--- src/rtl/fbf_pkg.sv ---
package fbf_pkg;
    typedef enum logic [1:0] {
        S_IDLE    = 2'd0,
        S_ARMED   = 2'd1,
        S_COMMIT  = 2'd2,
        S_LOCKOUT = 2'd3
    } bus_state_t;

    localparam logic [7:0] MFR_CODE  = 8'h01;
    localparam logic [7:0] DEV_CODE  = 8'h6E;
    localparam logic [7:0] PROT_YES  = 8'h01;
    localparam logic [7:0] PROT_NO   = 8'h00;
endpackage

--- src/rtl/fbf_strobe_filter.sv ---
module fbf_strobe_filter #(
    parameter int MIN_PULSE = 4
) (
    input  logic clk,
    input  logic rst_n,
    input  logic raw_n,
    output logic filt_n
);
    localparam int CW = (MIN_PULSE > 1) ? $clog2(MIN_PULSE) : 1;
    localparam logic [CW-1:0] LAST = CW'(MIN_PULSE - 1);

    logic          samp_q;
    logic [CW-1:0] run_q;

    always_ff @(posedge clk or negedge rst_n) begin
        if (!rst_n) begin
            samp_q <= 1'b1;
            filt_n <= 1'b1;
            run_q  <= '0;
        end else begin
            samp_q <= raw_n;
            if (samp_q == filt_n) begin
                run_q <= '0;
            end else if (run_q == LAST) begin
                filt_n <= samp_q;
                run_q  <= '0;
            end else begin
                run_q <= run_q + 1'b1;
            end
        end
    end

    AST_FILT_NEEDS_CHANGE: assert property (@(posedge clk) disable iff (!rst_n)
        !$stable(filt_n) |-> ($past(samp_q) != $past(filt_n)));
endmodule

--- src/rtl/fbf_prot_regs.sv ---
module fbf_prot_regs #(
    parameter int SECT_W = 3
) (
    input  logic              clk,
    input  logic              rst_n,
    input  logic              chg_req,
    input  logic              chg_set,
    input  logic [SECT_W-1:0] chg_sector,
    input  logic [SECT_W-1:0] wr_sector,
    input  logic [SECT_W-1:0] rd_sector,
    output logic              wr_locked,
    output logic              rd_locked
);
    localparam int NSECT = 1 << SECT_W;

    logic [NSECT-1:0] bits_q;

    for (genvar g = 0; g < NSECT; g++) begin : g_sect
        always_ff @(posedge clk or negedge rst_n) begin
            if (!rst_n)
                bits_q[g] <= 1'b0;
            else if (chg_req && chg_sector == SECT_W'(g))
                bits_q[g] <= chg_set;
        end
    end

    assign wr_locked = bits_q[wr_sector];
    assign rd_locked = bits_q[rd_sector];

    AST_PROT_FOLLOWS_REQ: assert property (@(posedge clk) disable iff (!rst_n)
        (chg_req && chg_sector == wr_sector) |=> (wr_locked == $past(chg_set) || !$stable(wr_sector)));
endmodule

--- src/rtl/fbf_id_decode.sv ---
module fbf_id_decode
    import fbf_pkg::*;
(
    input  logic       clk,
    input  logic       rst_n,
    input  logic       id_en,
    input  logic       ce_n,
    input  logic       oe_n,
    input  logic [2:0] sel,
    input  logic       sect_locked,
    output logic [7:0] dout,
    output logic       dout_oe
);
    logic [7:0] code;

    always_comb begin
        unique case (sel)
            3'b000:  code = MFR_CODE;
            3'b001:  code = DEV_CODE;
            3'b010:  code = sect_locked ? PROT_YES : PROT_NO;
            default: code = 8'h00;
        endcase
    end

    always_ff @(posedge clk or negedge rst_n) begin
        if (!rst_n) begin
            dout    <= '0;
            dout_oe <= 1'b0;
        end else begin
            dout_oe <= id_en && !ce_n && !oe_n;
            dout    <= (id_en && !ce_n && !oe_n) ? code : 8'h00;
        end
    end

    AST_OE_NEEDS_ID: assert property (@(posedge clk) disable iff (!rst_n)
        dout_oe |-> ($past(id_en) && !$past(ce_n) && !$past(oe_n)));
endmodule

--- src/rtl/fbf_bus_fsm.sv ---
module fbf_bus_fsm
    import fbf_pkg::*;
#(
    parameter int ADDR_W = 17,
    parameter int DATA_W = 8
) (
    input  logic              clk,
    input  logic              rst_n,
    input  logic              ce_f,
    input  logic              oe_f,
    input  logic              we_f,
    input  logic              lock_q,
    input  logic [ADDR_W-1:0] addr,
    input  logic [DATA_W-1:0] din,
    input  logic              sect_locked,
    output logic [ADDR_W-1:0] wr_addr,
    output logic [DATA_W-1:0] wr_data,
    output logic              wr_stb,
    output logic              wr_rej,
    output logic              cmd_clear
);
    bus_state_t state_q, state_d;
    logic       qual;

    assign qual = !ce_f && !we_f && oe_f;

    always_comb begin
        state_d = state_q;
        if (lock_q) begin
            state_d = S_LOCKOUT;
        end else begin
            unique case (state_q)
                S_IDLE:    if (qual)  state_d = S_ARMED;
                S_ARMED:   if (!qual) state_d = S_COMMIT;
                S_COMMIT:  state_d = S_IDLE;
                S_LOCKOUT: if (!qual) state_d = S_IDLE;
                default:   state_d = S_IDLE;
            endcase
        end
    end

    always_ff @(posedge clk or negedge rst_n) begin
        if (!rst_n) begin
            state_q <= S_IDLE;
            wr_addr <= '0;
            wr_data <= '0;
        end else begin
            state_q <= state_d;
            if (state_q == S_IDLE && state_d == S_ARMED)
                wr_addr <= addr;
            if (state_d == S_ARMED)
                wr_data <= din;
        end
    end

    always_comb begin
        wr_stb    = 1'b0;
        wr_rej    = 1'b0;
        cmd_clear = 1'b0;
        unique case (state_q)
            S_COMMIT: begin
                wr_stb = !sect_locked;
                wr_rej = sect_locked;
            end
            S_LOCKOUT: cmd_clear = 1'b1;
            default: ;
        endcase
    end

    AST_COMMIT_FROM_ARMED: assert property (@(posedge clk) disable iff (!rst_n)
        (wr_stb || wr_rej) |-> $past(state_q == S_ARMED));
    AST_STB_ONE_CYCLE: assert property (@(posedge clk) disable iff (!rst_n)
        wr_stb |=> !wr_stb);
    AST_LOCK_BLOCKS: assert property (@(posedge clk) disable iff (!rst_n)
        lock_q |=> !(wr_stb || wr_rej));
endmodule

--- src/rtl/flash_bus_front.sv ---
module flash_bus_front
    import fbf_pkg::*;
#(
    parameter int ADDR_W    = 17,
    parameter int DATA_W    = 8,
    parameter int SECT_W    = 3,
    parameter int MIN_PULSE = 4
) (
    input  logic              clk,
    input  logic              rst_n,
    input  logic              ce_n,
    input  logic              oe_n,
    input  logic              we_n,
    input  logic [ADDR_W-1:0] addr,
    input  logic [DATA_W-1:0] din,
    input  logic              id_en,
    input  logic              supply_low,
    input  logic              prot_req,
    input  logic              prot_set,
    input  logic [SECT_W-1:0] prot_sector,
    output logic [DATA_W-1:0] dout,
    output logic              dout_oe,
    output logic              wr_stb,
    output logic              wr_rej,
    output logic [ADDR_W-1:0] wr_addr,
    output logic [DATA_W-1:0] wr_data,
    output logic              cmd_clear
);
    localparam int SECT_LO = ADDR_W - SECT_W;

    logic [2:0] raw_strobes, filt_strobes;
    logic       lock_q;
    logic       wr_locked, rd_locked;
    logic [7:0] id_dout;

    assign raw_strobes = {we_n, oe_n, ce_n};

    for (genvar g = 0; g < 3; g++) begin : g_filt
        fbf_strobe_filter #(.MIN_PULSE(MIN_PULSE)) u_filt (
            .clk   (clk),
            .rst_n (rst_n),
            .raw_n (raw_strobes[g]),
            .filt_n(filt_strobes[g])
        );
    end

    always_ff @(posedge clk or negedge rst_n) begin
        if (!rst_n) lock_q <= 1'b0;
        else        lock_q <= supply_low;
    end

    fbf_prot_regs #(.SECT_W(SECT_W)) u_prot (
        .clk       (clk),
        .rst_n     (rst_n),
        .chg_req   (prot_req),
        .chg_set   (prot_set),
        .chg_sector(prot_sector),
        .wr_sector (wr_addr[ADDR_W-1:SECT_LO]),
        .rd_sector (addr[ADDR_W-1:SECT_LO]),
        .wr_locked (wr_locked),
        .rd_locked (rd_locked)
    );

    fbf_bus_fsm #(.ADDR_W(ADDR_W), .DATA_W(DATA_W)) u_fsm (
        .clk        (clk),
        .rst_n      (rst_n),
        .ce_f       (filt_strobes[0]),
        .oe_f       (filt_strobes[1]),
        .we_f       (filt_strobes[2]),
        .lock_q     (lock_q),
        .addr       (addr),
        .din        (din),
        .sect_locked(wr_locked),
        .wr_addr    (wr_addr),
        .wr_data    (wr_data),
        .wr_stb     (wr_stb),
        .wr_rej     (wr_rej),
        .cmd_clear  (cmd_clear)
    );

    fbf_id_decode u_id (
        .clk        (clk),
        .rst_n      (rst_n),
        .id_en      (id_en),
        .ce_n       (ce_n),
        .oe_n       (oe_n),
        .sel        ({addr[6], addr[1], addr[0]}),
        .sect_locked(rd_locked),
        .dout       (id_dout),
        .dout_oe    (dout_oe)
    );

    assign dout = DATA_W'(id_dout);

    AST_STB_REJ_EXCL: assert property (@(posedge clk) disable iff (!rst_n)
        !(wr_stb && wr_rej));
    AST_CLEAR_AFTER_LOW: assert property (@(posedge clk) disable iff (!rst_n)
        lock_q |=> cmd_clear);
endmodule

--- config.mk ---
export PLATFORM = sky130hd
export DESIGN_NAME = flash_bus_front
export DESIGN_NICKNAME = d
export VERILOG_FILES = /design/src/rtl/fbf_pkg.sv /design/src/rtl/fbf_strobe_filter.sv /design/src/rtl/fbf_prot_regs.sv /design/src/rtl/fbf_id_decode.sv /design/src/rtl/fbf_bus_fsm.sv /design/src/rtl/flash_bus_front.sv
export SDC_FILE = /design/constraint.sdc
export NUM_CORES = 1
export LEC_CHECK = 0
export ABC_AREA = 1
export BUFFER_PORTS_ARGS = -buffer_cell sky130_fd_sc_hd__buf_2
export CORE_AREA = 2 2 92 58
export DETAILED_ROUTE_END_ITERATION = 8
export DIE_AREA = 0 0 94 60
export PLACE_DENSITY = 0.77
export SLEW_MARGIN = 30
export SYNTH_ARGS = -nofsm -noshare
export SYNTH_HDL_FRONTEND = slang
export SYNTH_SLANG_ARGS = --single-unit
--- constraint.sdc ---
create_clock -name clk -period 1.6 [get_ports clk]
set_clock_uncertainty 0.05 [all_clocks]
set_input_delay 0.4 -clock clk [delete_from_list [all_inputs] [get_ports clk]]
set_output_delay 0.4 -clock clk [all_outputs]
set_load 0.05 [all_outputs]
# After elaboration in Yosys (flattened, before gate mapping)
# Index checks and enable logic that the tools add are counted.
# W data, S select, Z words.
[classes] n_addsub=3 magnitude_cmp=2 n_eq_ne=19 muxes=21 n_bitwise=3 reduce_logical=24
[ops] operator="$pmux W8 S3" count=1
[ops] operator="$mux W2" count=10
[ops] operator="$logic_and A1 B1 Y1" count=13
[ops] operator="$eq A3 B3 Y1 const B" count=4
[ops] operator="$eq A2 B2 Y1 const B" count=5
[ops] operator="$eq A3 B2 Y1 const B" count=3
[ops] operator="$lt A3 B4 Y1 const B" count=2
[ops] operator="$mux W8" count=1
[ops] operator="$pmux W2 S4" count=1
[ops] operator="$add A2 B1 Y2 const B" count=3
[ops] operator="$bmux W1 S3" count=2
[ops] operator="$eq A3 B1 Y1 const B" count=2
[ops] operator="$logic_not A3 Y1" count=2
[ops] operator="$mux W1" count=6
[ops] operator="$reduce_and A2 Y1" count=3
[ops] operator="$logic_not A1 Y1" count=5
[ops] operator="$eq A2 B1 Y1 const B" count=2
[ops] operator="$eq A1 B1 Y1" count=3
[ops] operator="$not A1 Y1" count=3
[ops] operator="$logic_not A2 Y1" count=1
[totals] reg_bits=57 word_cells=95

# Logic depth before layout (Yosys ltp)
# Gate-level depths: netlist of run 1.
[depth] word_depth=8 depth_mapped=7 ltp_nobuf=7

# By module
# Synthesis of run 1 repeated with hierarchy kept, for this count alone.
[hier_totals] hier_cells=291 area_unflattened_um2=2459.9
[modules_own_cells] mod="fbf_bus_fsm" n_inst=1 cells_each=130 area_per_inst_um2=1241.2 seq_area_each_um2=675.6
[modules_own_cells] mod="fbf_prot_regs" n_inst=1 cells_each=90 area_per_inst_um2=538.0 seq_area_each_um2=200.2
[modules_own_cells] mod="fbf_strobe_filter" n_inst=3 cells_each=16 area_per_inst_um2=160.2 seq_area_each_um2=102.6
[modules_own_cells] mod="fbf_id_decode" n_inst=1 cells_each=22 area_per_inst_um2=175.2 seq_area_each_um2=75.1
[modules_own_cells] mod="flash_bus_front" n_inst=1 cells_each=1 area_per_inst_um2=25.0 seq_area_each_um2=25.0

# Least setup slack after synthesis of run 1
# OpenSTA, ideal clock, no wires.
[synth_timing] kind="register to output" start="register u_fsm.wr_addr[14]" end="output wr_stb" arrival_time_ps=1878 setup_slack_ps=-728 stages_incl_launch_ff=5 cell_sequence="dfrtp_1 > inv_1 > o21ai_0 > nand3_1 > a21oi_1"
[synth_via] elab_chain_len=4
[synth_rtl] item="start, declared" line="fbf_bus_fsm.sv:16" source="output logic [ADDR_W-1:0] wr_addr,"
[synth_rtl] item="start signal, assigned" line="fbf_bus_fsm.sv:50" source="wr_addr <= addr;"
[synth_rtl] item="$bmux W1 S3" line="fbf_prot_regs.sv:27" source="assign wr_locked = bits_q[wr_sector];"
[synth_rtl] item="$mux W1 (implied by the code)" line="fbf_prot_regs.sv:27"
[synth_rtl] item="$logic_not A1 Y1" line="fbf_bus_fsm.sv:62" source="wr_stb = !sect_locked;"
[synth_rtl] item="$mux W1" line="fbf_bus_fsm.sv:60" source="unique case (state_q)"
[synth_rtl] item="end, declared" line="flash_bus_front.sv:23" source="output logic wr_stb,"
# No other way between the ends. The select of a mux whose other input is x is not followed.

# Worst setup path in the final report of run 1
# Same ends and word-level chain as after synthesis.

==> qor.csv, run 1 <==
stage,metric,value,unit
die,std_cell_rows,20,
timing,final.period_utilization,1.201,
global_route,grt_start_max_net_pins,52,
cts,cts_tree,yes,
final_layout,layout_area_overhead,28.62,%
yosys,synthesized_area_per_cell,9.414,um2
place,detailed_place_hpwl,3584,um
timing,setup-tns-final,-676.1,ps
pwr,seq_power_share,0.348,
detailed_routing,drcViolationCount,0,
cts,tritoncts_num_sinks,51,
detailed_routing,avgViaCountPerCell,4.624,
cts,cts_bufs_inserted,5,
yosys,synth-warning-count,0,
cts,cts_hold_buf,0,
detailed_routing,detailroute.wirelength.met2,2159,um
pwr,pwr-share-clk,0.149,
yosys,post_synth_inst_count,248,
final_layout,nets,372,
detailed_routing,wl_met3,292,um
final_layout,post_route_cells_drive_above_1_share,0.4114,
detailed_routing,aggregate_routed_wire_length,4703,um
yosys,synth_ff_type,sky130_fd_sc_hd__dfrtp_1,
global_route,grt_pass1_vias,1679,
hold_path,worst_hold_path_type,in2async,
setup_path,worstSetupPathType,reg2out,
setup_path,critPathMaxFanout,6,
die,die_h,60,um
cts,clk-insertion-delay-late,300,ps
yosys,postSynth.asyncResetShare,1.000,
die,fp.dieW,94,um
yosys,synth_enable_flop_cells,0,
final_layout,stdcell_count,399,
pwr,totalPowerFinal,6.059,mW
die,floorplan.core_area,4880,um2
cts,clock_tree_root_driver_cell,sky130_fd_sc_hd__clkbuf_8,
timing,rsz_0062_raised_after_global_routing,yes,
pwr,max-vdd-ir-drop,1123,uV
cts,max-clock-path-buffers,2,
setup_path,endpoint_kind,output port,
status,failed_checks,setup timing,
die,area_enclosed_by_the_die_boundary,5640,um2
pwr,p_switching,2.882,mW
cts,htree_levels,2,
yosys,synth.top_cells.by_area,"sky130_fd_sc_hd__dfrtp_1 48%, sky130_fd_sc_hd__nand2_1 8.2%, sky130_fd_sc_hd__dfstp_2 6.8%",
detailed_routing,detailroute.via_count,1845,
place,place.gp.congestion,0.8348,
yosys,synthTopCellsByCount,"51 x sky130_fd_sc_hd__nand2_1, 45 x sky130_fd_sc_hd__dfrtp_1, 39 x sky130_fd_sc_hd__inv_1, 20 x sky130_fd_sc_hd__nor2_1, 19 x sky130_fd_sc_hd__nand3_1",
pwr,power.leakage,1.621,nW
setup_path,crit_required,1150,ps
die,initial_core_util,0.4785,
timing,achievable-frequency,520.5,MHz
detailed_routing,route.top_layer_used,met4,
timing,report.final.slew_viol_count,0,
global_route,grt_pass1_wl,7776,um
detailed_routing,drtIter0Drc,72,
detailed_routing,wirelength_met1,2217,um
yosys,cell_with_the_most_instances_after_synthesis,sky130_fd_sc_hd__nand2_1,
setup_path,worstSetupStartpointType,register,
place,buffer_ports.inserted,71,
detailed_routing,detailedRoute.firstPassIterationCount,4,
detailed_routing,post_drt_wl_per_cell,11.79,um
pwr,switching_share,0.4756,
global_route,globalRoute.totalOverflow,0,
yosys,ys_ff_latch,51,
yosys,synth.distinct_cells,24,
yosys,post_synthesis_instance_area,2335,um2
timing,timing.final.setup_violations,3,
pwr,share_comb_of_total_power,0.503,
place,dpl_worst_slack,-97.67,ps
cts,clkTransAtPathRegs,90,ps
detailed_routing,ant_nets,0,
timing,finalCriticalPeriod,1921,ps
flow_run,cap_violations,0,
timing,final_hold_viol_count,0,
yosys,yosysTopAreaCell,sky130_fd_sc_hd__dfrtp_1,
final_layout,n_diodes,0,
pwr,power.density,2018,nW/um2
yosys,synth_top_area_frac,0.4823,
status,run_status,"complete, but fails checks",
timing,setup_slack,-321.1,ps
pwr,power.internal,3.177,mW
global_route,grt.total_usage,0.1824,
global_route,antenna_found_initial,0,
yosys,synth-seq-area-share,0.5498,
place,dpl.cell_count,390,
die,io_pins,74,
setup_path,crit_arrival,1470,ps
==> state kept, by name (all words and copies together) (netlist names) <==
register,flops
g_filt.u_filt.filt_n,3
u_fsm.wr_data,8
lock_q,1
g_filt.u_filt.samp_q,3
g_filt.u_filt.run_q,6
u_id.dout,2
u_id.dout_oe,1
u_prot.bits_q,8
u_fsm.wr_addr,17
u_fsm.state_q,2
==> power groups by stage <==
stage	logic, mW	clock network (mW)	registers, mW
after detailed placement	2.95	0	2.13
after global placement	2.88	0	2.11
after global routing	3.30	0.997	2.18
final	3.05	0.902	2.11
after CTS	3.05	0.938	2.11
after floorplan	1.08	0	3.23
==> worst max-delay path, stage by stage (launching register included) <==
cell	delay [ps]
sky130_fd_sc_hd__dfrtp_2	460
sky130_fd_sc_hd__nor2_1	110
sky130_fd_sc_hd__nor2_1	50
sky130_fd_sc_hd__o21ai_1	90
sky130_fd_sc_hd__nand3_2	130
sky130_fd_sc_hd__a21oi_4	170
sky130_fd_sc_hd__buf_6	170
==> what timing repair did <==
| item | CTS | global route |
|---|---|---|
| gates resized for setup | 9 | 4 |
| pin swaps | 3 | 3 |
| buffers inserted | 1 | 0 |
| endpoints found under the hold margin | 0 | 0 |
| endpoints found under the setup margin | 2 | 3 |
==> stage by stage <==
| step | cell area (um2) | utilization | hold WS, ps |
|---|---|---|---|
| finish | 3003 | 0.6154 | 15.50 |
| global route | 3003 | 0.6154 | 43.89 |
| CTS | 2992 | 0.6131 | 24.50 |
| detailed placement | 2841 | 0.5823 | 358.3 |
| global placement | 2841 | 0.5823 | 357.0 |
| floorplan | 2360 | - | 54.41 |
==> final timing paths <==
kind,startpoint,end,slack (ps),cells past startpoint
worst max-delay path,u_fsm.wr_addr[14]$_DFFE_PN0P_,wr_stb,-320,6
worst min-delay path,rst_n,u_prot.bits_q[3]$_DFFE_PN0P_,20,2
worst max register to register,g_filt[1].u_filt.filt_n$_DFFE_PN1P_,u_fsm.wr_addr[11]$_DFFE_PN0P_,150,6
worst min register to register,g_filt[1].u_filt.run_q[0]$_DFF_PN0_,g_filt[1].u_filt.run_q[0]$_DFF_PN0_,390,1
max in group asynchronous,rst_n,g_filt[0].u_filt.filt_n$_DFFE_PN1P_,1200,2
min in group clk,we_n,g_filt[2].u_filt.samp_q$_DFF_PN1_,140,1
==> layout by cell type (no fill, tap or decap), types with 2 or more instances in the layout <==
cell                       count
sky130_fd_sc_hd__a31oi_1       6
sky130_fd_sc_hd__nand3_2       2
sky130_fd_sc_hd__conb_1        2
sky130_fd_sc_hd__nor2_1       18
sky130_fd_sc_hd__dfrtp_1      43
sky130_fd_sc_hd__ha_1          3
sky130_fd_sc_hd__buf_6         2
sky130_fd_sc_hd__clkbuf_8      5
sky130_fd_sc_hd__dfrtp_2       2
sky130_fd_sc_hd__nor3_1        5
sky130_fd_sc_hd__nand2_1      50
sky130_fd_sc_hd__dfstp_2       6
sky130_fd_sc_hd__buf_2        68
sky130_fd_sc_hd__a21oi_1       6
sky130_fd_sc_hd__nand3_1      17
sky130_fd_sc_hd__xnor2_1       3
sky130_fd_sc_hd__inv_2         3
sky130_fd_sc_hd__nor2_2        2
sky130_fd_sc_hd__buf_12        2
sky130_fd_sc_hd__o21ai_1       3
sky130_fd_sc_hd__o21ai_0       2
sky130_fd_sc_hd__mux2_2        3
sky130_fd_sc_hd__o21ai_2      18
sky130_fd_sc_hd__inv_1        37
sky130_fd_sc_hd__nand2_2       3
sky130_fd_sc_hd__buf_4        12
==> per-layer routing <==
| layer | GRT usage | vias to the layer above |
|---|---|---|
| met5 | 0 | - |
| li1 | - | 946 |
| met3 | 0.04540 | 2 |
| met2 | 0.2959 | 58 |
| met4 | 0.04969 | 0 |
| met1 | 0.2490 | 839 |
==> cell families after synthesis <==
kind of cell | Yosys count | synth area share
AND/OR/NAND/NOR | 102 | 0.1994
XOR/XNOR | 3 | 0.01126
AO/OA/AOI/OAI | 36 | 0.1093
other | 1 | 0.001606
multiplexers | 3 | 0.01447
adder cells (fa/ha/maj) | 3 | 0.01608
flip-flops | 51 | 0.5498
buffers and inverters | 49 | 0.09807
==> final cells by class <==
class	count	area, um2
clock buffers	5	68.82
inverters	40	150.1
multi-input cells	149	859.6
well taps	66	82.58
fillers	460	1877
flip-flops and latches	51	1286
clock inverters	3	47.55
repair buffers	85	508.0
No activity file was read; power rests on OpenSTA's default activity.
==> run 2, diff against run 1 <==
CORE_AREA = 2 2 96 61   (was 2 2 92 58)
DIE_AREA = 0 0 98 63   (was 0 0 94 60)
PLACE_DENSITY = 0.74   (was 0.77)
clock period = 1.63 ns   (was 1.6 ns; I/O delays follow)
==> run 2 against run 1 <==
Register-to-register slack got worse by 20 ps. Wire length increased by 3.4%. Via count increased by 2.5%. Non-clock buffer count decreased by 2. Clock power increased by 15%. Highest routed layer unchanged. Power increased by 0.30%. The run still ends with setup timing left.
==> qor.csv, run 2 (synthesized netlist as in run 1, its figures left out) <==
stage,metric,value,unit
status,run_status,"complete, but fails checks",
status,failed_checks,setup timing,
timing,rsz_0062_raised_after_global_routing,yes,
timing,achievable-frequency,522.4,MHz
detailed_routing,detailroute.via_count,1891,
place,place.gp.congestion,0.8311,
pwr,power.leakage,1.614,nW
detailed_routing,avgViaCountPerCell,4.716,
pwr,totalPowerFinal,6.078,mW
timing,final.period_utilization,1.174,
detailed_routing,drcViolationCount,0,
timing,final_hold_viol_count,0,
final_layout,layout.cells.most_common_list,"68 x sky130_fd_sc_hd__buf_2, 50 x sky130_fd_sc_hd__nand2_1, 43 x sky130_fd_sc_hd__dfrtp_1",
place,dpl_worst_slack,-49.13,ps
cts,tritoncts_num_sinks,51,
final_layout,registers.top_by_ff_count,u_fsm.wr_addr,
pwr,max-vdd-ir-drop,1111,uV
cts,cts_bufs_inserted,5,
cts,clkTransAtPathRegs,90,ps
final_layout,n_diodes,0,
timing,report.final.slew_viol_count,0,
die,die_h,63,um
die,floorplan.core_area,5334,um2
flow_run,cap_violations,0,
timing,finalCriticalPeriod,1914,ps
cts,max-clock-path-buffers,2,
cts,htree_levels,2,
global_route,grt.total_usage,0.1694,
setup_path,endpoint_kind,output port,
cts,clk-insertion-delay-late,310,ps
cts,cts_tree,yes,
place,buffer_ports.inserted,71,
final_layout,post_route_cells_drive_above_1_share,0.4066,
detailed_routing,drtIter0Drc,56,
final_layout,nets,371,
global_route,antenna_found_initial,0,
pwr,power.density,2013,nW/um2
hold_path,worst_hold_path_type,in2reg,
die,io_pins,74,
setup_path,critPathMaxFanout,6,
timing,hold_ws,144.0,ps
setup_path,ff2ff_setup_slack,130,ps
detailed_routing,detailedRoute.firstPassIterationCount,4,
final_layout,regs_by_ff_count,"u_fsm.wr_addr: 17 flops, u_fsm.wr_data: 8 flops, u_prot.bits_q: 8 flops",
global_route,grt_pass1_vias,1852,
timing,setup-tns-final,-574.8,ps
detailed_routing,post_drt_wl_per_cell,12.13,um
die,fp.dieW,98,um
die,initial_core_util,0.4377,
detailed_routing,aggregate_routed_wire_length,4863,um
detailed_routing,ant_nets,0,
global_route,globalRoute.totalOverflow,0,
setup_path,regToRegEndpoint,u_fsm.wr_addr[7]$_DFFE_PN0P_,
setup_path,r2r_cells,3,
final_layout,layout_commonest_cell,sky130_fd_sc_hd__buf_2,
timing,setup_slack,-284.1,ps
setup_path,crit_required,1170,ps
setup_path,worstSetupPathType,reg2out,
global_route,grt_start_max_net_pins,27,
die,area_enclosed_by_the_die_boundary,6174,um2
global_route,grt_pass1_wl,8397,um
hold_path,hold-path-cell-count,1,
setup_path,cp_endpoint,wr_stb,
setup_path,timing.rr.start,lock_q$_DFF_PN0_,
setup_path,worstSetupStartpointType,register,
final_layout,utilization,0.5660,
place,detailed_place_hpwl,3587,um
setup_path,crit_arrival,1460,ps
final_layout,largest_register_ff_count,17,
setup_path,worst_setup_path_startpoint,u_fsm.wr_addr[14]$_DFFE_PN0P_,
die,std_cell_rows,21,
cts,clock_tree_root_driver_cell,sky130_fd_sc_hd__clkbuf_8,
final_layout,layout_area_overhead,29.31,%
timing,timing.final.setup_violations,3,
-- run 2: changes by cell type in the layout (fill, tap and decap cells not counted) --
cell,change
sky130_fd_sc_hd__o21ai_1,-1
sky130_fd_sc_hd__bufinv_16,+1
sky130_fd_sc_hd__buf_8,-1
sky130_fd_sc_hd__buf_6,+1
sky130_fd_sc_hd__buf_4,-2
sky130_fd_sc_hd__inv_6,-1
sky130_fd_sc_hd__clkinvlp_4,+1
sky130_fd_sc_hd__buf_12,-1
sky130_fd_sc_hd__clkinv_4,-1
sky130_fd_sc_hd__o21ai_0,+1
sky130_fd_sc_hd__dlygate4sd3_1,+1
sky130_fd_sc_hd__nand4_4,+1
-- run 2: what timing repair did --
item	4_1_cts	5_1_grt
setup endpoints to repair	19	3
hold endpoints to repair	9	0
pin swaps	6	1
gates cloned	1	0
resized for setup	11	1
hold buffers	1	0
setup buffers	1	0
-- run 2: power breakdown --
group	leakage, nW	total, mW	internal, mW	switching (mW)
logic	0.975	2.96	0.862	2.10
clock network	0.0644	1.04	0.612	0.426
registers	0.575	2.08	1.77	0.308
total	1.61	6.08	3.24	2.84
-- run 2: how the worst min path moves through the flow --
stage / endpoint / start / slack [ps]
2_1_floorplan: g_filt[0].u_filt.run_q[0]$_DFF_PN0_ / rst_n / 60
3_3_place_gp: u_fsm.wr_data[6]$_DFFE_PN0N_ / rst_n / 250
3_5_place_dp: u_id.dout_oe$_DFF_PN0_ / rst_n / 250
4_1_cts: g_filt[2].u_filt.samp_q$_DFF_PN1_ / we_n / 140
5_1_grt: g_filt[2].u_filt.samp_q$_DFF_PN1_ / we_n / 130
6_report: g_filt[2].u_filt.samp_q$_DFF_PN1_ / we_n / 140
-- run 2: area by class of cell --
cell class | instances | area, um2
Inverter | 40 | 150.1
Fill cell | 470 | 2315
Tap cell | 69 | 86.33
Sequential cell | 51 | 1286
Multi-Input combinational cell | 150 | 880.8
Clock inverter | 3 | 67.56
Clock buffer | 5 | 68.82
Timing Repair Buffer | 83 | 479.2
-- run 2: stage by stage --
stage          instances  instance area [um2]
2_1_floorplan        249                 2360
3_3_place_gp         390                 2810
3_5_place_dp         390                 2810
4_1_cts              401                 3017
5_1_grt              401                 3019
6_report             401                 3019
-- run 2: critical path, cell delays in order, from the launching register on --
cell	delay, ps
sky130_fd_sc_hd__dfrtp_2	460
sky130_fd_sc_hd__nor2_1	100
sky130_fd_sc_hd__nor2_1	40
sky130_fd_sc_hd__o21ai_1	90
sky130_fd_sc_hd__nand3_2	140
sky130_fd_sc_hd__a21oi_4	170
sky130_fd_sc_hd__buf_6	170
-- run 2: routing by layer --
layer  GRT usage  vias to the layer above  routed length [um]
li1            -                      944                   -
met2      0.2474                       67                2030
met5           0                        -                   0
met3     0.05369                        5                 365
met4     0.03125                        0                  25
met1      0.2495                      875                2442
==> run 3, diff against run 2 <==
ABC_AREA = 0   (was 1)
CORE_AREA = 2 2 94 60   (was 2 2 96 61)
DIE_AREA = 0 0 96 62   (was 0 0 98 63)
PLACE_DENSITY = 0.72   (was 0.74)
==> run 3 against run 2 <==
The flow still finishes with violations (setup timing). Core utilization shrank 1.7 points. First-iteration DRC count is 38% lower. Sequential power shrank 3%. Area after synthesis down 7.5%. Maximum frequency shrank 12%. Critical endpoint unchanged. Largest cell class unchanged. Largest power group unchanged.
==> qor.csv, run 3 <==
stage,metric,value,unit
cts,clock_tree_root_driver_cell,sky130_fd_sc_hd__clkbuf_8,
cts,max-clock-path-buffers,2,
final_layout,layout_area_overhead,33.02,%
global_route,grt_start_max_net_pins,52,
final_layout,layout.cells.most_common_list,"68 x sky130_fd_sc_hd__buf_2, 44 x sky130_fd_sc_hd__dfrtp_1, 22 x sky130_fd_sc_hd__mux2_2",
detailed_routing,avgViaCountPerCell,4.721,
final_layout,layout_commonest_cell,sky130_fd_sc_hd__buf_2,
setup_path,crit_arrival,1710,ps
yosys,synth.mux.area_fraction,0.2341,
setup_path,worstSetupPathType,reg2out,
status,run_status,"complete, but fails checks",
detailed_routing,drtIter0Drc,35,
place,detailed_place_hpwl,2937,um
setup_path,r2r_cells,3,
cts,cts_tree,yes,
yosys,synth_top_area_frac,0.5214,
pwr,max-vdd-ir-drop,1068,uV
detailed_routing,aggregate_routed_wire_length,4033,um
cts,clkTransAtPathRegs,90,ps
yosys,synth.top_cells.by_area,"sky130_fd_sc_hd__dfrtp_1 52%, sky130_fd_sc_hd__mux2_2 20%, sky130_fd_sc_hd__dfstp_2 7.3%",
setup_path,critPathMaxFanout,4,
setup_path,worstSetupStartpointType,register,
global_route,grtUsageMet1,0.2151,
status,failed_checks,setup timing,
global_route,grt_pass1_wl,6472,um
yosys,yosys.area_share.xor_xnor,0.01622,
yosys,ys_ff_latch,51,
yosys,synthTopCellsByCount,"45 x sky130_fd_sc_hd__dfrtp_1, 38 x sky130_fd_sc_hd__mux2_2, 6 x sky130_fd_sc_hd__buf_4, 6 x sky130_fd_sc_hd__dfstp_2",
pwr,power.leakage,1.395,nW
setup_path,regToRegEndpoint,u_fsm.wr_data[6]$_DFFE_PN0N_,
global_route,globalRoute.totalOverflow,0,
timing,achievable-frequency,462.3,MHz
pwr,totalPowerFinal,5.314,mW
yosys,synth_top_family_by_area,multiplexers,
yosys,synth.distinct_cells,27,
timing,final_hold_viol_count,0,
setup_path,timing.rr.start,g_filt[1].u_filt.filt_n$_DFFE_PN1P_,
timing,rsz_0062_raised_after_global_routing,yes,
die,area_enclosed_by_the_die_boundary,5952,um2
cts,tritoncts_num_sinks,51,
final_layout,area_used_by_sequential_logic_in_the_layout,1285,um2
cts,clk-insertion-delay-late,290,ps
global_route,antenna_found_initial,0,
place,place.gp.congestion,0.7754,
final_layout,post-route-cell-area,2873,um2
yosys,synth-adder-area-share,0.01738,
yosys,post_synthesis_instance_area,2160,um2
final_layout,post_route_cells_drive_above_1_share,0.6245,
final_layout,multi_input_comb_area,888.4,um2
yosys,postSynth.asyncResetShare,1.000,
final_layout,fill_cells,445,
place,dpl_worst_slack,-323.4,ps
final_layout,n_diodes,0,
yosys,synth-seq-area-share,0.5944,
timing,finalCriticalPeriod,2163,ps
die,die_h,62,um
timing,timing.final.setup_violations,27,
detailed_routing,drcViolationCount,0,
place,placed_cell_area,2715,um2
die,std_cell_rows,21,
cts,htree_levels,2,
global_route,grt_pass1_vias,1340,
global_route,grt.met3_usage,0.04343,
final_layout,largest_register_ff_count,17,
die,io_pins,74,
timing,setup_slack,-533.0,ps
yosys,synth_enable_flop_cells,0,
detailed_routing,ant_nets,0,
yosys,yosysTopAreaCell,sky130_fd_sc_hd__dfrtp_1,
cts,cts_bufs_inserted,5,
hold_path,worst_hold_path_type,in2async,
global_route,grt.total_usage,0.1496,
final_layout,registers.top_by_ff_count,u_fsm.wr_addr,
pwr,power.density,1850,nW/um2
final_layout,regs_by_ff_count,"u_fsm.wr_addr: 17 flops, u_fsm.wr_data: 8 flops, u_prot.bits_q: 8 flops",
yosys,synth-simple-area-share,0.09328,
global_route,globalRouteMet2Util,0.2173,
yosys,synth-warning-count,0,
detailed_routing,detailroute.via_count,1407,
yosys,synth_ff_type,sky130_fd_sc_hd__dfrtp_1,
detailed_routing,post_drt_wl_per_cell,13.53,um
place,buffer_ports.inserted,71,
die,floorplan.core_area,5229,um2
timing,report.final.slew_viol_count,0,
die,initial_core_util,0.4130,
detailed_routing,detailedRoute.firstPassIterationCount,4,
setup_path,crit_required,1170,ps
yosys,post_synth_inst_count,143,
setup_path,ff2ff_setup_slack,-280,ps
global_route,top_usage_layer,met2,
flow_run,cap_violations,0,
yosys,synth_compound_gate_area_share,0.01448,
final_layout,nets,268,
die,fp.dieW,96,um
timing,final.period_utilization,1.327,
yosys,synthesized_area_per_cell,15.10,um2
yosys,cell_with_the_most_instances_after_synthesis,sky130_fd_sc_hd__dfrtp_1,
setup_path,endpoint_kind,output port,
## run 3: changes by cell type in the layout (fill, tap and decap cells not counted), moves of 5 or more
| cell | before | now |
|---|---|---|
| sky130_fd_sc_hd__mux2_4 | 0 | 16 |
| sky130_fd_sc_hd__nor2_1 | 18 | 2 |
| sky130_fd_sc_hd__nor3b_1 | 0 | 5 |
| sky130_fd_sc_hd__mux2_2 | 3 | 22 |
| sky130_fd_sc_hd__inv_1 | 37 | 0 |
| sky130_fd_sc_hd__o21ai_2 | 18 | 0 |
| sky130_fd_sc_hd__a21oi_1 | 6 | 0 |
| sky130_fd_sc_hd__a31oi_1 | 6 | 0 |
| sky130_fd_sc_hd__nand2_1 | 50 | 2 |
| sky130_fd_sc_hd__nand3_1 | 17 | 0 |
## run 3: cell type report
| cell class | instances | share of cell area |
|---|---|---|
| well taps | 69 | 0.03005 |
| clock inverters | 1 | 0.001742 |
| repair buffers | 85 | 0.1851 |
| multi-input cells | 85 | 0.3092 |
| flip-flops and latches | 51 | 0.4473 |
| clock buffers | 7 | 0.02657 |
## run 3: worst max-delay path by stage
| stage | endpoint | start | slack [ps] | depth (start not counted) |
|---|---|---|---|---|
| after global placement | wr_stb | u_fsm.wr_addr[14]$_DFFE_PN0P_ | -320 | 4 |
| after CTS | wr_stb | u_fsm.wr_addr[14]$_DFFE_PN0P_ | -570 | 4 |
| after floorplan | wr_stb | u_fsm.wr_addr[14]$_DFFE_PN0P_ | -460 | 3 |
| final | wr_stb | u_fsm.wr_addr[14]$_DFFE_PN0P_ | -530 | 4 |
| after global routing | wr_stb | u_fsm.wr_addr[14]$_DFFE_PN0P_ | -630 | 4 |
| after detailed placement | wr_stb | u_fsm.wr_addr[14]$_DFFE_PN0P_ | -320 | 4 |
## run 3: critical path, cell delays in order, from the launching register on
cell and delay, ps:
sky130_fd_sc_hd__dfrtp_2 410, sky130_fd_sc_hd__mux4_2 490, sky130_fd_sc_hd__mux2i_1 180, sky130_fd_sc_hd__nor2b_4 170, sky130_fd_sc_hd__buf_6 160
## run 3: per-layer routing
layer  part of all wire  up-vias
met5                  0        -
met4              0.015        0
met3              0.052        8
met2               0.44       43
met1               0.49      686
li1                   -      670
## run 3: timing repair
item,CTS,global route
hold buffers,0,0
setup buffers,1,0
gates resized for setup,12,1
setup endpoints to repair,28,27
gates cloned,1,0
## run 3: kinds of logic (layout without fill, tap and decap cells)
group           count (synthesis)  in the layout
flops                          51             51
mux                            42             42
xor+xnor                        4              4
simple gates                   30             30
fa+ha+maj                       3              3
other cells                     1              2
buf+inv                         8             93
compound gates                  4              4
## run 3: stage by stage
step | setup TNS [ps] | cells | hold slack (ps) | utilization
2_1_floorplan | -8019 | 144 | 61.91 | -
3_3_place_gp | -5761 | 288 | 367.0 | 0.5193
3_5_place_dp | -6184 | 288 | 370.2 | 0.5193
4_1_cts | -6748 | 298 | 41.33 | 0.5487
5_1_grt | -8083 | 298 | 51.69 | 0.5494
6_report | -6795 | 298 | 36.04 | 0.5494
## run 3: power breakdown
part | total [mW] | internal [mW] | switching (mW)
clock | 0.678 | 0.302 | 0.377
sequential | 2.01 | 1.74 | 0.269
combinational | 2.63 | 1.01 | 1.61
